$ cat src/rtl/adc_xfer_pkg.sv
package adc_xfer_pkg;
    typedef enum logic [1:0] {
        ST_FILL_FIRST  = 2'd0,
        ST_FILL_SECOND = 2'd1,
        ST_HALTED      = 2'd2
    } xfer_state_e;
endpackage

$ cat src/rtl/xfer_addr_gen.sv
module xfer_addr_gen #(
    parameter int ADDR_W   = 16,
    parameter int STEP     = 2,
    parameter int SA_RESET = 'h200
) (
    input  logic              clk,
    input  logic              rst_n,
    input  logic              sa_wr,
    input  logic [ADDR_W-1:0] sa_wdata,
    input  logic              step,
    input  logic              reload,
    output logic [ADDR_W-1:0] ptr
);
    localparam logic [ADDR_W-1:0] START_RST = ADDR_W'(SA_RESET);
    localparam logic [ADDR_W-1:0] INC       = ADDR_W'(STEP);

    logic [ADDR_W-1:0] start_q;

    always_ff @(posedge clk or negedge rst_n) begin
        if (!rst_n) begin
            start_q <= START_RST;
            ptr     <= START_RST;
        end else if (sa_wr) begin
            start_q <= sa_wdata;
            ptr     <= sa_wdata;
        end else if (reload) begin
            ptr     <= start_q;
        end else if (step) begin
            ptr     <= ptr + INC;
        end
    end

    // a start-address write lands in the pointer
    a_r10_sa_load: assert property (@(posedge clk) disable iff (!rst_n)
        sa_wr |=> ptr == $past(sa_wdata));

    // a plain step moves the pointer by one word
    a_r3_step_two: assert property (@(posedge clk) disable iff (!rst_n)
        (step && !sa_wr && !reload) |=> ptr == $past(ptr) + INC);
endmodule

$ cat src/rtl/xfer_seq.sv
module xfer_seq
    import adc_xfer_pkg::*;
#(
    parameter int CNT_W = 8
) (
    input  logic             clk,
    input  logic             rst_n,
    input  logic [CNT_W-1:0] cfg_count,
    input  logic             cfg_two_block,
    input  logic             cfg_continuous,
    input  logic             sa_wr,
    input  logic             res_valid,
    output logic             fire,
    output logic             blk_end,
    output logic             blk_is_second,
    output logic             step,
    output logic             reload
);
    xfer_state_e      state_q, state_d;
    logic [CNT_W-1:0] idx_q, idx_d;
    logic             armed, final_blk;
    logic [CNT_W:0]   idx_next;

    assign armed     = (state_q != ST_HALTED) && (cfg_count != '0);
    assign fire      = res_valid && !sa_wr && armed;
    assign idx_next  = {1'b0, idx_q} + 1'b1;
    assign blk_end   = fire && (idx_next >= {1'b0, cfg_count});
    assign final_blk = (state_q == ST_FILL_SECOND) || !cfg_two_block;
    assign blk_is_second = (state_q == ST_FILL_SECOND);
    assign reload    = blk_end && final_blk && cfg_continuous;
    assign step      = fire && !reload;

    always_comb begin
        state_d = state_q;
        idx_d   = idx_q;
        if (sa_wr) begin
            state_d = ST_FILL_FIRST;
            idx_d   = '0;
        end else if (fire) begin
            idx_d = idx_next[CNT_W-1:0];
            if (blk_end) begin
                idx_d = '0;
                unique case (state_q)
                    ST_FILL_FIRST:
                        if (cfg_two_block)       state_d = ST_FILL_SECOND;
                        else if (cfg_continuous) state_d = ST_FILL_FIRST;
                        else                     state_d = ST_HALTED;
                    ST_FILL_SECOND:
                        if (cfg_continuous)      state_d = ST_FILL_FIRST;
                        else                     state_d = ST_HALTED;
                    default:                     state_d = ST_HALTED;
                endcase
            end
        end
    end

    always_ff @(posedge clk or negedge rst_n) begin
        if (!rst_n) begin
            state_q <= ST_FILL_FIRST;
            idx_q   <= '0;
        end else begin
            state_q <= state_d;
            idx_q   <= idx_d;
        end
    end

    // the halted state is left only through a start-address write
    a_r5_halt_holds: assert property (@(posedge clk) disable iff (!rst_n)
        (state_q == ST_HALTED && !sa_wr) |=> state_q == ST_HALTED);

    // a start-address write always re-enters block one
    a_r10_rearm: assert property (@(posedge clk) disable iff (!rst_n)
        sa_wr |=> (state_q == ST_FILL_FIRST && idx_q == '0));
endmodule

$ cat src/rtl/xfer_irq.sv
module xfer_irq (
    input  logic clk,
    input  logic rst_n,
    input  logic set,
    input  logic set_second,
    input  logic clr,
    output logic flag,
    output logic which
);
    always_ff @(posedge clk or negedge rst_n) begin
        if (!rst_n) begin
            flag  <= 1'b0;
            which <= 1'b0;
        end else if (set) begin
            flag  <= 1'b1;
            which <= set_second;
        end else if (clr) begin
            flag  <= 1'b0;
        end
    end

    // set has priority over clear
    a_r11_set_wins: assert property (@(posedge clk) disable iff (!rst_n)
        set |=> flag);
endmodule

$ cat src/rtl/adc_xfer_ctrl.sv
module adc_xfer_ctrl #(
    parameter int ADDR_W   = 16,
    parameter int DATA_W   = 16,
    parameter int CNT_W    = 8,
    parameter int STEP     = 2,
    parameter int SA_RESET = 'h200
) (
    input  logic              clk,
    input  logic              rst_n,
    input  logic [CNT_W-1:0]  cfg_count,
    input  logic              cfg_two_block,
    input  logic              cfg_continuous,
    input  logic              sa_wr,
    input  logic [ADDR_W-1:0] sa_wdata,
    input  logic              irq_clr,
    input  logic              res_valid,
    input  logic [DATA_W-1:0] res_data,
    output logic              mem_we,
    output logic [ADDR_W-1:0] mem_addr,
    output logic [DATA_W-1:0] mem_wdata,
    output logic              irq_flag,
    output logic              last_blk
);
    logic              fire, blk_end, blk_second, step, reload;
    logic [ADDR_W-1:0] ptr;

    xfer_seq #(.CNT_W(CNT_W)) u_seq (
        .clk(clk), .rst_n(rst_n),
        .cfg_count(cfg_count), .cfg_two_block(cfg_two_block),
        .cfg_continuous(cfg_continuous), .sa_wr(sa_wr), .res_valid(res_valid),
        .fire(fire), .blk_end(blk_end), .blk_is_second(blk_second),
        .step(step), .reload(reload)
    );

    xfer_addr_gen #(.ADDR_W(ADDR_W), .STEP(STEP), .SA_RESET(SA_RESET)) u_addr (
        .clk(clk), .rst_n(rst_n), .sa_wr(sa_wr), .sa_wdata(sa_wdata),
        .step(step), .reload(reload), .ptr(ptr)
    );

    xfer_irq u_irq (
        .clk(clk), .rst_n(rst_n), .set(blk_end), .set_second(blk_second),
        .clr(irq_clr), .flag(irq_flag), .which(last_blk)
    );

    always_ff @(posedge clk or negedge rst_n) begin
        if (!rst_n) begin
            mem_we    <= 1'b0;
            mem_addr  <= '0;
            mem_wdata <= '0;
        end else begin
            mem_we <= fire;
            if (fire) begin
                mem_addr  <= ptr;
                mem_wdata <= res_data;
            end
        end
    end

    // a zero count blocks every write
    a_r4_zero_count_no_write: assert property (@(posedge clk) disable iff (!rst_n)
        (cfg_count == '0) |=> !mem_we);

    // the flag rises only together with a completing write
    a_r11_flag_with_write: assert property (@(posedge clk) disable iff (!rst_n)
        $rose(irq_flag) |-> mem_we);

    // no write without a result pulse in the prior cycle
    a_r2_write_needs_result: assert property (@(posedge clk) disable iff (!rst_n)
        !res_valid |=> !mem_we);
endmodule

$ cat config.mk
export PLATFORM = sky130hd
export DESIGN_NAME = adc_xfer_ctrl
export DESIGN_NICKNAME = d
export VERILOG_FILES = /design/src/rtl/adc_xfer_pkg.sv /design/src/rtl/xfer_addr_gen.sv /design/src/rtl/xfer_seq.sv /design/src/rtl/xfer_irq.sv /design/src/rtl/adc_xfer_ctrl.sv
export SDC_FILE = /design/constraint.sdc
export NUM_CORES = 1
export LEC_CHECK = 0
export BUFFER_PORTS_ARGS = -buffer_cell sky130_fd_sc_hd__buf_2
export CAP_MARGIN = 25
export CORE_ASPECT_RATIO = 1.25
export CORE_MARGIN = 1
export CORE_UTILIZATION = 60
export CTS_BUF_LIST = sky130_fd_sc_hd__clkbuf_4 sky130_fd_sc_hd__clkbuf_8
export CTS_CLUSTER_SIZE = 40
export DETAILED_ROUTE_END_ITERATION = 6
export GPL_ROUTABILITY_DRIVEN = 0
export GPL_TIMING_DRIVEN = 0
export PLACE_DENSITY_LB_ADDON = 0.25
export SKIP_CTS_REPAIR_TIMING = 1
export SYNTH_ARGS = -nofsm -noshare
export SYNTH_HDL_FRONTEND = slang
export SYNTH_SLANG_ARGS = --single-unit
$ cat constraint.sdc
create_clock -name clk -period 4.7 [get_ports clk]
set_input_delay 0.94 -clock clk [delete_from_list [all_inputs] [get_ports clk]]
set_output_delay 0.94 -clock clk [all_outputs]
set_load 0.1 [all_outputs]
* After elaboration in Yosys (flattened, before gate mapping)
Index checks and enable logic that the tools add are counted.
** Cells by class
- $add $sub $neg :: 2
- Magnitude comparators :: 1
- Eq/ne operators :: 2
- Multiplexer cells :: 14
- Reductions and logical operators :: 18
** Operators with widths (number)
- 2-to-1 mux 16 bit :: 3
- 2-to-1 mux 8 bit :: 3
- adder 16 x 2 -> 16 bit, second input constant :: 1
- 2-to-1 mux 2 bit :: 5
- adder 8 x 1 -> 9 bit, second input constant :: 1
- greater-or-equal comparator 9 x 8 -> 1 bit :: 1
- nonzero test 8 bit :: 1
- logical AND 1 bit :: 7
- nonzero test 2 bit :: 3
- case mux 2 bit (2 select lines) :: 1
- zero test 1 bit :: 3
- nonzero test 3 bit :: 1
- == test 2 x 1 -> 1 bit, second input constant :: 1
- zero test 2 bit :: 1
- 2-to-1 mux 1 bit :: 2
- != test 2 bit, second input constant :: 1
- AND reduction 2 bit :: 1
- logical OR 1 bit :: 1
** Word-level totals
- Register bits after elaboration :: 77
- Output and inout bits :: 35
- Logic and storage cells :: 46

* Logic depth before layout (Yosys ltp)
Gate-level depths: netlist of the first run.
- Depth in word-level cells :: 11
- Depth in mapped cells :: 12

* Cells and area by module
From an unflattened synthesis of the first run, not the netlist that was laid out.
** Unflattened totals
- Cells, all modules :: 358
- Area, all modules :: 4117.7 µm²
** By module, submodules not included
- xfer_addr_gen :: instances 1, cells each 183, area each 1808.0 µm², seq. area each 803.3 µm²
- adc_xfer_ctrl :: instances 1, cells each 69, area each 1370.1 µm², seq. area each 825.8 µm²
- xfer_seq :: instances 1, cells each 101, area each 862.1 µm², seq. area each 250.2 µm²
- xfer_irq :: instances 1, cells each 5, area each 77.6 µm², seq. area each 50.0 µm²

* Least setup slack after synthesis of the first run
OpenSTA, ideal clock, no wires.
- Path type :: register -> register
- From :: register u_seq.idx_q[2]
- To :: register u_addr.ptr[10]
- Arrival time :: 2.871 ns
- Data required time :: 4.606 ns
- Slack :: 1.735 ns
- Cell stages (with the launch flop) :: 13
- Period minus slack after synthesis :: 2.965 ns
- Cell sequence :: dfrtp_1 and3_1 and3_1 nand3_1 xnor2_1 ha_1 and3_4 a221oi_4 o211ai_4 and3_1 buf_6 a311o_1 a221oi_2
** Between the ends
- Cells in the longest elaborated chain, start to end :: 8
- Elaborated cells between the ends (all ways) :: 10
** Ends and longest elaborated chain
- from (decl) :: line xfer_seq.sv:20 : logic [CNT_W-1:0] idx_q, idx_d;
- from (signal assigned) :: line xfer_seq.sv:63 : idx_q <= idx_d;
- adder 8 x 1 -> 9 bit * :: line xfer_seq.sv:26 : assign idx_next = {1'b0, idx_q} + 1'b1;
- greater-or-equal comparator 9 x 8 -> 1 bit * :: line xfer_seq.sv:27 : assign blk_end = fire && (idx_next >= {1'b0, cfg_count});
- logical AND 1 bit * :: line xfer_seq.sv:27
- logical AND 1 bit * (2 in series) :: line xfer_seq.sv:30 : assign reload = blk_end && final_blk && cfg_continuous;
- zero test 1 bit :: line xfer_seq.sv:31 : assign step = fire && !reload;
- logical AND 1 bit :: line xfer_seq.sv:31
- nonzero test 3 bit (no source line)
- to (signal assigned) :: line xfer_addr_gen.sv:25 : ptr <= sa_wdata;
- to (signal assigned) :: line xfer_addr_gen.sv:27 : ptr <= start_q;
- to (signal assigned) :: line xfer_addr_gen.sv:29 : ptr <= ptr + INC;
- to (decl) :: line xfer_addr_gen.sv:12 : output logic [ADDR_W-1:0] ptr
Mark *: on every way between the ends. The rest lies on a longest branch, timed or not.
A chain may end at the register's enable or synchronous reset.

* Final worst setup path of the first run
- From :: register u_seq.idx_q[0]
- To :: register u_addr.ptr[10]
Same word-level chain as after synthesis.

==> results_dict.tcl, run 1 <==
set metrics [dict create \
    slew_headroom_pct 45.9 \
    io-pin-count 82 \
    p_switching_mw 0.786 \
    drt-pass1-iter-count 5 \
    criticalPathCategory "register to register" \
    ir_worst_vdd_mv 0.255 \
    total_power_mw 1.87 \
    fmax_mhz 303 \
    vias 3273 \
    final_period_minus_worst_setup_slack_ps 3300 \
    finalHoldViolations 0 \
    required_ps 4960 \
    grt_use_total_pct 29.9 \
    synth_edf_count 0 \
    viasPerCell 5.58 \
    fin_util_pct 73.8 \
    outcome "finished clean" \
    grt_first_pass_wirelength_microns 14900 \
    syn-num-nets 462 \
    die_area_sq_um 6660 \
    grt_max_degree 56 \
    p_seq_share_pct 43.1 \
    p_comb_share_pct 32.3 \
    critPathArrivalTime_ps 3560 \
    clockBufferDepth 2 \
    gr-total-overflow 0 \
    place_hpwl_microns 6490 \
    crit_path_cell_trace "ha_1, nand3_1, xnor2_1, ha_1, a21o_1, a221oi_4, o211ai_4, and3_1, buf_6, a311o_1, a221oi_2" \
    drtIter0Drc 242 \
    max-cap-violations 0 \
    ys_warn_count 0 \
    critPathLaunch "u_seq.idx_q[0]" \
    yosysUniqueCellTypes 56 \
    cp-end-kind "register" \
    worst_pin_slew_ps 805 \
    layout-drive-gt1-share_pct 24.5 \
    rsz0062_at_grt "no" \
    post_drt_wl_per_cell_microns 15.4 \
    grt_pass1_vias 3276 \
    finalNonFillerCells 587 \
    port_buffers 80 \
    dp_slack_ps 1430 \
    insertion_delay_ps 360 \
    fin_ws_ps 1400 \
    crit_cells 11 \
    startpoint_type "register" \
    die_w_microns 73.2 \
    final.setup_skew_ps 14.1 \
    path_common_cell "ha_1" \
    critPathMaxFanout 10 \
    wl_microns 9020 \
    slowest_delay_ps 440 \
    core_area_sq_um 6130 \
    synth-seq-cells 77 \
    async_flop_share_pct 100 \
    crit_slowest_cell "dfrtp_1" \
    min_path_type "register to register" \
    cp_top_family "compound AO/OA/AOI/OAI gates" \
    drc 0 \
    hold_start "u_addr.start_q[5]" \
    nets 554 \
    clock_sinks 77 \
    numCtsBuffers 9 \
    placedCellCount 571 \
    globalRouteMet1Util_pct 36.4 \
    gr-usage-met2_pct 49.2 \
    start_util_pct 62.0 \
    rows 32 \
    crit_buf_inv 1 \
    powerDensity_nw_per_um2 413 \
    cts_tree "built" \
    die_y_microns 91.0 \
    synth.cell_area_sq_um 3800 \
    area_growth_pct 19.0 \
    syn_inst 405 \
    p_clk_share_pct 24.7 \
    finalSetupViolCount 0 \
    n_antenna_cell 0 \
    htreeDepth 3 \
    holdPathStages 2 \
    cts_root_buf "clkbuf_8" \
    power.internal_mw 1.08 \
    p_leak_nw 2.30 \
    drtAntennaViolNets 0 \
    gr-usage-met3_pct 5.22 \
    synth_ff_type "dfrtp_1" \
    reg2reg_slack_ps 1400 \
    worst_r2r_path_depth 11 \
    grt.busiest_layer "met2" \
    post-route-period-util_pct 70.3 \
    path_clk_slew_ps 80 \
    synth.avg_cell_area_sq_um 9.38 \
    fin_tns_setup_ps 0 \
    r2r-start "u_seq.idx_q[0]" \
    ys_seq_area_share_pct 50.8 \
    grt_antenna_before_repair 0 \
    switching_share_pct 42.2 \
    drv_slew 0 \
]
==> path summary, 6_finish.rpt <==
kind	to
min in group asynchronous	u_irq.which
max in group asynchronous	u_addr.ptr[6]
max reg2reg	u_addr.ptr[10]
max	u_addr.ptr[10]
min	u_addr.start_q[5]
min reg2reg	u_addr.start_q[5]
==> power by group through the flow <==
| stage | sequential, mW | combinational (mW) | clock, mW |
|---|---|---|---|
| 3_5_place_dp | 0.814 | 0.602 | 0 |
| 6_report | 0.803 | 0.602 | 0.460 |
| 2_1_floorplan | 1.12 | 0.159 | 0 |
| 5_1_grt | 0.812 | 0.639 | 0.491 |
| 4_1_cts | 0.801 | 0.604 | 0.468 |
| 3_3_place_gp | 0.811 | 0.588 | 0 |
==> per-stage QoR <==
step	hold WS [ps]	area (sq um)
2_1_floorplan	433	3800
3_3_place_gp	450	4310
3_5_place_dp	452	4340
4_1_cts	475	4520
5_1_grt	490	4520
6_report	473	4520
==> cells by family (layout without fill, tap and decap cells) <==
kind of cell / after synthesis / after routing / synth area share, %
AND/OR/NAND/NOR: 172 / 172 / 19.5
AO/OA/AOI/OAI: 82 / 82 / 15.9
flip-flops: 77 / 77 / 50.8
buffers and inverters: 41 / 138 / 4.38
multiplexers: 13 / 13 / 3.85
adder cells (fa/ha/maj): 10 / 10 / 3.29
XOR/XNOR: 10 / 10 / 2.31
==> worst min-delay path, delay by kind of cell, from the launching register on <==
family	cells	cell delay, ps
AND/OR/NAND/NOR	2	120
flip-flops	1	320
==> sequential cells by signal (all words and copies together), names as in the netlist <==
name and count:
mem_addr 16, u_irq.flag 1, u_seq.state_q 2, u_irq.which 1
u_addr.ptr 16, u_addr.start_q 16, u_seq.idx_q 8, mem_we 1
mem_wdata 16
==> cell usage in the layout, fill, tap and decap left out, types with 3 or more instances in the layout <==
cell and instances:
nand2_1 116, buf_2 82, dfrtp_1 75, inv_1 19, a21oi_1 18, nand3_1 16
o21ai_0 14, nor2_1 13, mux2_2 13, clkbuf_1 10, ha_1 10, clkbuf_8 10
and3_1 8, xnor2_1 7, buf_1 7, o22ai_1 7, nor3_1 6, a22o_1 6
a31oi_1 5, xor2_1 3, a21o_1 3, a22oi_1 3
==> routing by layer <==
layer	part of all wire (%)	vias up	wire [microns]
met5	0	-	0
met4	4.2	0	375
met3	5.7	33	517
met2	50	127	4500
met1	40	1524	3630
li1	-	1589	-
==> Yosys cell counts, drive strengths merged, types with 2 or more instances <==
master / number / area, sq um
o31ai: 2 / 15.0
dfrtp: 75 / 1880
xor2: 3 / 26.3
and3: 9 / 61.3
xnor2: 7 / 61.3
nand2: 116 / 435
o22ai: 7 / 43.8
a21o: 3 / 22.5
nor4: 2 / 12.5
inv: 19 / 71.3
a22oi: 3 / 22.5
clkbuf: 11 / 42.5
mux2: 13 / 146
a31oi: 5 / 31.3
nor2: 13 / 48.8
a221o: 2 / 20.0
o21ai: 14 / 70.1
a32oi: 2 / 17.5
buf: 11 / 52.6
o211ai: 3 / 41.3
ha: 10 / 125
nor3: 6 / 30.0
nand3: 16 / 80.1
nand2b: 2 / 12.5
a221oi: 4 / 58.8
dfstp: 2 / 52.6
and4: 2 / 17.5
and2: 2 / 12.5
a21oi: 18 / 90.1
a22o: 6 / 52.6
==> area by class of cell <==
class	count	area, sq um
buffer	22	95.1
clock buffer	10	138
clock inverter	6	46.3
fill	477	1610
inverter	19	71.3
multi-input combinational	287	1700
sequential	77	1930
tap	85	106
timing repair buffer	81	430
Note: power is estimated with default switching activity, not from simulation.
==> run 2: changes to the inputs <==
--- a/config.mk
+++ b/config.mk
@@ -5,11 +5,12 @@
 export SDC_FILE = /design/constraint.sdc
 export NUM_CORES = 1
 export LEC_CHECK = 0
+export ABC_AREA = 1
 export BUFFER_PORTS_ARGS = -buffer_cell sky130_fd_sc_hd__buf_2
 export CAP_MARGIN = 25
 export CORE_ASPECT_RATIO = 1.25
 export CORE_MARGIN = 1
-export CORE_UTILIZATION = 60
+export CORE_UTILIZATION = 51
 export CTS_BUF_LIST = sky130_fd_sc_hd__clkbuf_4 sky130_fd_sc_hd__clkbuf_8
 export CTS_CLUSTER_SIZE = 40
 export DETAILED_ROUTE_END_ITERATION = 6
==> constraint.sdc (replaced) <==
create_clock -name clk -period 3.02 [get_ports clk]
set_input_delay 0.604 -clock clk [delete_from_list [all_inputs] [get_ports clk]]
set_output_delay 0.604 -clock clk [all_outputs]
set_load 0.1 [all_outputs]
==> run 2 against run 1 <==
Effect of this change: count of clock-buffer cells in the layout unchanged; sequential cell count unchanged; via count rose by 4.6%; final cell count up 14%; clock power up 74%; clock skew is 0.50 ps higher; critical path depth increased by 9; register-to-register slack got worse by 1000 ps; critical endpoint is now u_addr.ptr[12].
==> results_dict.tcl, run 2 <==
set metrics [dict create \
    outcome "finished clean" \
    final_period_minus_worst_setup_slack_ps 2670 \
    viasPerCell 5.12 \
    ys_warn_count 0 \
    syn_inst 479 \
    finalHoldViolations 0 \
    grt_pass1_vias 3286 \
    path_clk_slew_ps 80 \
    synth_edf_count 0 \
    syn-num-nets 536 \
    io-pin-count 82 \
    place_hpwl_microns 6510 \
    placed_area_sq_um 4410 \
    n_antenna_cell 0 \
    gr-usage-met2_pct 42.6 \
    criticalPathCategory "register to register" \
    final_common_cell "nand2_1" \
    htreeDepth 3 \
    synth_ff_type "dfrtp_1" \
    critPathArrivalTime_ps 2970 \
    numCtsBuffers 9 \
    fin_util_pct 62.6 \
    synth_top_cell_by_area "dfrtp_1" \
    async_flop_share_pct 100 \
    yosysUniqueCellTypes 35 \
    layout-drive-gt1-share_pct 22.2 \
    grt_use_total_pct 24.2 \
    min_path_type "primary input to async pin" \
    path_common_cell "nand2_1" \
    netlist_top_cells_area "dfrtp_1 (49%), nand2_1 (21%), xor2_1 (3.9%)" \
    grt_first_pass_wirelength_microns 14600 \
    powerDensity_nw_per_um2 649 \
    wl_microns 8730 \
    slowest_delay_ps 410 \
    synth.most_common_cell "nand2_1" \
    core_area_sq_um 7360 \
    insertion_delay_ps 360 \
    drc 0 \
    clock_sinks 77 \
    required_ps 3320 \
    gr-total-overflow 0 \
    clockBufferDepth 2 \
    die_y_microns 99.3 \
    cts_tree "built" \
    rows 35 \
    synth-seq-cells 77 \
    grt_max_degree 65 \
    start_util_pct 52.5 \
    ir_worst_vdd_mv 0.413 \
    max-cap-violations 0 \
    grt.busiest_layer "met2" \
    crit_slowest_cell "dfrtp_1" \
    grt_antenna_before_repair 0 \
    drt-pass1-iter-count 4 \
    worst_pin_slew_ps 651 \
    final_cell_mix "nand2_1 (216), buf_2 (86), dfrtp_1 (75)" \
    vias 3422 \
    ys_seq_area_share_pct 50.0 \
    fin_tns_setup_ps 0 \
    post-route-period-util_pct 88.4 \
    slew_headroom_pct 56.2 \
    startpoint_type "register" \
    critPathMaxFanout 10 \
    port_buffers 80 \
    die_area_sq_um 7930 \
    p_leak_nw 2.61 \
    finalSetupViolCount 0 \
    drv_slew 0 \
    final.setup_skew_ps 14.6 \
    crit_path_cell_trace "ha_1, nand3_2, xor2_1, inv_1, ha_1, nand2_1, nor2_1, nand2_1, nand3_1, nand2_1, nand2_1, nand2_1, nand2_2, nand3_4, buf_6, nand2_1, nand2_1, nand2_1, nand2_1, nand2_1" \
    nets 628 \
    synth.cell_area_sq_um 3860 \
    fmax_mhz 375 \
    placedCellCount 652 \
    cp-end-kind "register" \
    gr-usage-met3_pct 5.87 \
    final-seq-area_sq_um 1930 \
    drtIter0Drc 166 \
    drtAntennaViolNets 0 \
    finalNonFillerCells 668 \
    globalRouteMet1Util_pct 28.0 \
    synth_commonest_cells "nand2_1 (216), dfrtp_1 (75), inv_1 (39), nand3_1 (20), o21ai_0 (19)" \
    fin_area_sq_um 4610 \
    nFillCells 678 \
    die_w_microns 79.8 \
    post_drt_wl_per_cell_microns 13.1 \
    area_growth_pct 19.3 \
    cts_root_buf "clkbuf_8" \
    synth.avg_cell_area_sq_um 8.06 \
    multi_input_area_sq_um 1660 \
    rsz0062_at_grt "no" \
    yosysTopAreaCellShare_pct 48.6 \
]
[run 2: cell count changes in the layout (fill, tap and decap cells not counted), sizes merged, moves of 4 or more]
cell	before	now
mux2	13	0
xor2	3	17
inv	20	44
a21oi	18	10
a221oi	4	0
nand2	116	217
and3	9	0
o21ai	14	21
xnor2	7	0
clkbuf	21	17
nand3	16	23
nand4	0	5
a22o	6	1
[run 2: final timing paths]
check / start / end / slack (ps) / depth (start not counted)
max: u_seq.idx_q[0] / u_addr.ptr[12] / 350 / 20
min: rst_n / u_irq.which / 100 / 1
max reg2reg: u_seq.idx_q[0] / u_addr.ptr[12] / 350 / 20
min reg2reg: mem_addr[12] / mem_addr[12] / 470 / 2
max in group asynchronous: rst_n / u_addr.ptr[9] / 2310 / 2
min in group clk: res_data[9] / mem_wdata[9] / 450 / 3
[run 2: metal layers]
layer | wire length [microns] | vias to the layer above
met4 | 243 | 0
li1 | - | 1684
met3 | 433 | 21
met5 | 0 | -
met1 | 3640 | 1624
met2 | 4410 | 93
[run 2: final cells by class]
type | count | share of cell area [%]
plain buffers | 19 | 2.31
clock buffers | 10 | 2.85
clock inverters | 6 | 1.52
inverters | 43 | 3.53
multi-input cells | 340 | 36.1
flip-flops and latches | 77 | 41.9
well taps | 92 | 2.50
repair buffers | 81 | 9.34
[run 2: kinds of logic (layout without fill, tap and decap cells)]
| family | after synthesis | count (layout) | synth area share, % |
|---|---|---|---|
| AND/OR/NAND/NOR | 270 | 270 | 29.6 |
| flip-flops | 77 | 77 | 50.0 |
| buffers and inverters | 62 | 159 | 6.97 |
| AO/OA/AOI/OAI | 43 | 43 | 6.42 |
| XOR/XNOR | 17 | 17 | 3.86 |
| adder cells (fa/ha/maj) | 10 | 10 | 3.24 |
[run 2: where the power goes]
group          internal (mW)  switching [mW]
combinational          0.185           0.771
sequential              1.15          0.0811
clock                  0.397           0.404
total                   1.74            1.26
[run 2: stage by stage]
step,hold slack (ps),setup WS (ps),power [mW]
2_1_floorplan,308,702,2.00
3_3_place_gp,451,428,2.19
3_5_place_dp,454,367,2.22
4_1_cts,90.8,355,3.02
5_1_grt,92.5,31.2,3.13
6_report,103,351,2.99
[run 2: critical path: cells and delay by family, from the launching register on]
| kind | cells | cell delay (ps) |
|---|---|---|
| flip-flops | 1 | 410 |
| adder cells (fa/ha/maj) | 2 | 540 |
| buffers and inverters | 2 | 260 |
| XOR/XNOR | 1 | 210 |
| AND/OR/NAND/NOR | 15 | 1190 |
==> run 3: changes to the inputs <==
--- a/config.mk
+++ b/config.mk
@@ -10,7 +10,7 @@
 export CAP_MARGIN = 25
 export CORE_ASPECT_RATIO = 1.25
 export CORE_MARGIN = 1
-export CORE_UTILIZATION = 51
+export CORE_UTILIZATION = 52
 export CTS_BUF_LIST = sky130_fd_sc_hd__clkbuf_4 sky130_fd_sc_hd__clkbuf_8
 export CTS_CLUSTER_SIZE = 40
 export DETAILED_ROUTE_END_ITERATION = 6
@@ -20,4 +20,5 @@
 export SKIP_CTS_REPAIR_TIMING = 1
 export SYNTH_ARGS = -nofsm -noshare
 export SYNTH_HDL_FRONTEND = slang
+export SYNTH_HIERARCHICAL = 1
 export SYNTH_SLANG_ARGS = --single-unit
==> run 3 against run 2 <==
Effect of this change: count of clock-buffer cells in the layout did not move; non-clock buffer count rose by 9; combinational power rose by 6%; final cell count rose by 7.8%; sequential cell count did not move; sequential share of layout area fell by 3.8 points; clock skew fell by 2.3 ps; core utilization rose by 2.4 points; largest cell class unchanged.
==> results_dict.tcl, run 3 <==
set metrics [dict create \
    critPathArrivalTime_ps 3120 \
    numCtsBuffers 9 \
    nets 677 \
    worst_pin_slew_ps 514 \
    fin_ws_ps 140 \
    synth_edf_count 0 \
    grt_max_degree 66 \
    drtAntennaViolNets 0 \
    grt_pass1_vias 3460 \
    core_area_sq_um 7790 \
    insertion_delay_ps 350 \
    rsz0062_at_grt "yes" \
    ys_seq_area_share_pct 46.4 \
    async_flop_share_pct 100 \
    min_path_type "primary input to async pin" \
    cts_tree "built" \
    grt_use_total_pct 24.1 \
    synth_ff_type "dfrtp_1" \
    die_area_sq_um 8360 \
    synth_top_cell_by_area "dfrtp_1" \
    ys_warn_count 6 \
    n_antenna_cell 0 \
    start_util_pct 53.4 \
    die_w_microns 82.0 \
    p_seq_share_pct 39.2 \
    power.internal_mw 1.93 \
    finalNonFillerCells 720 \
    clock_sinks 77 \
    max-cap-violations 0 \
    placed_area_sq_um 4710 \
    criticalPathCategory "register to register" \
    fmax_mhz 347 \
    die_y_microns 102 \
    drc 0 \
    finalSetupViolCount 0 \
    p_comb_share_pct 31.4 \
    r2r-start "u_seq/idx_q[0]" \
    cts_root_buf "clkbuf_8" \
    slew_headroom_pct 65.8 \
    critPathMaxFanout 10 \
    io-pin-count 82 \
    powerDensity_nw_per_um2 632 \
    p_clk_share_pct 29.4 \
    area_growth_pct 21.9 \
    synth.cell_area_sq_um 4160 \
    required_ps 3260 \
    htreeDepth 3 \
    dp_slack_ps -298 \
    yosysUniqueCellTypes 34 \
    vias 3713 \
    synth.avg_cell_area_sq_um 8.00 \
    placedCellCount 697 \
    layout-drive-gt1-share_pct 28.0 \
    wl_microns 9480 \
    p_leak_nw 2.74 \
    netlist_top_cells_area "dfrtp_1 (45%), nand2_1 (16%), inv_1 (5.1%)" \
    finalHoldViolations 0 \
    synth-seq-cells 77 \
    final.setup_skew_ps 12.3 \
    grt_first_pass_wirelength_microns 15500 \
    path_clk_slew_ps 80 \
    viasPerCell 5.16 \
    p_switching_mw 1.27 \
    switching_share_pct 39.7 \
    drtIter0Drc 251 \
    syn_inst 520 \
    port_buffers 81 \
    ir_worst_vdd_mv 0.473 \
    gr-total-overflow 0 \
    final_cell_mix "nand2_1 (174), buf_2 (83), dfrtp_1 (74)" \
    yosysTopAreaCellShare_pct 45.1 \
    clockBufferDepth 2 \
    post_drt_wl_per_cell_microns 13.2 \
    syn-num-nets 577 \
    final_period_minus_worst_setup_slack_ps 2880 \
    final_common_cell "nand2_1" \
    grt_antenna_before_repair 0 \
    startpoint_type "register" \
    cp-end-kind "register" \
    drt-pass1-iter-count 6 \
    outcome "finished clean" \
    drv_slew 0 \
    post-route-period-util_pct 95.4 \
    synth.most_common_cell "nand2_1" \
    place_hpwl_microns 6670 \
    nFillCells 671 \
    fin_area_sq_um 5070 \
    rows 36 \
    critPathLaunch "u_seq/idx_q[0]" \
    synth_commonest_cells "nand2_1 (176), dfrtp_1 (75), inv_1 (57), a21oi_1 (41), nor2_1 (34)" \
]
run 3: changes by cell type after synthesis, moves of 9 or more:
cell and delta:
nand2_2 +10, nand2_1 -40, xor2_1 -12, a21oi_1 +33, nor2_1 +23, nand3_2 +9, inv_1 +18
run 3: worst max-delay path: stages, from the launching register on:
cell and delay, ps:
dfrtp_2 440, ha_2 200, nand3_2 90, nor2_1 70, or2_2 280, nand2_2 70, inv_1 40, ha_1 280
nand2_1 70, inv_1 30, nand2_1 50, nand2_1 50, nand2_1 80, nand2_2 90, nand2_4 100, nor2_4 50
nor2_2 110, inv_2 70, nor2_4 190, clkinv_4 100, buf_6 160, nor2_1 100, a21oi_1 50
run 3: worst paths after layout:
| check | depth (start not counted) | endpoint | slack, ps |
|---|---|---|---|
| max | 22 | u_addr/ptr[14] | 140 |
| min | 1 | mem_wdata[9] | 90 |
| max reg2reg | 22 | u_addr/ptr[14] | 140 |
| min reg2reg | 2 | mem_addr[6] | 470 |
| max in group asynchronous | 2 | u_addr/start_q[9] | 2310 |
| min in group clk | 3 | mem_wdata[9] | 450 |
run 3: metal layers:
metal	wire length (microns)	GRT usage, %
met5	0	0
met3	557	5.18
met2	4660	39.3
met1	4120	31.2
met4	140	9.04
run 3: final cells by class:
cell class	count	area, sq um	area share, %
clock inverters	6	111	2.20
clock buffers	10	131	2.59
flip-flops and latches	77	1930	38.1
repair buffers	89	488	9.63
plain buffers	20	198	3.90
well taps	95	119	2.35
inverters	60	243	4.79
multi-input cells	363	1850	36.5
run 3: stage by stage:
step	utilization (%)	total power, mW	hold WS [ps]	TNS [ps]
finish	65.0	3.20	94.2	0
global route	65.0	3.37	81.9	-86.6
floorplan	-	2.04	308	0
global placement	60.1	2.24	448	-2590
detailed placement	60.5	2.27	453	-3090
CTS	63.6	3.21	86.3	-3690
run 3: power by group through the flow:
stage	clock, mW	combinational [mW]	sequential, mW
floorplan	0	0.282	1.76
global placement	0	0.973	1.27
detailed placement	0	0.992	1.27
CTS	0.959	0.995	1.25
global route	1.01	1.08	1.28
finish	0.942	1.01	1.26
run 3: cell families after synthesis:
family          share of synthesized area (%)
simple gates                             29.0
buf+inv                                  10.1
flops                                    46.4
compound gates                           9.18
xor+xnor                                 2.32
fa+ha+maj                                3.01
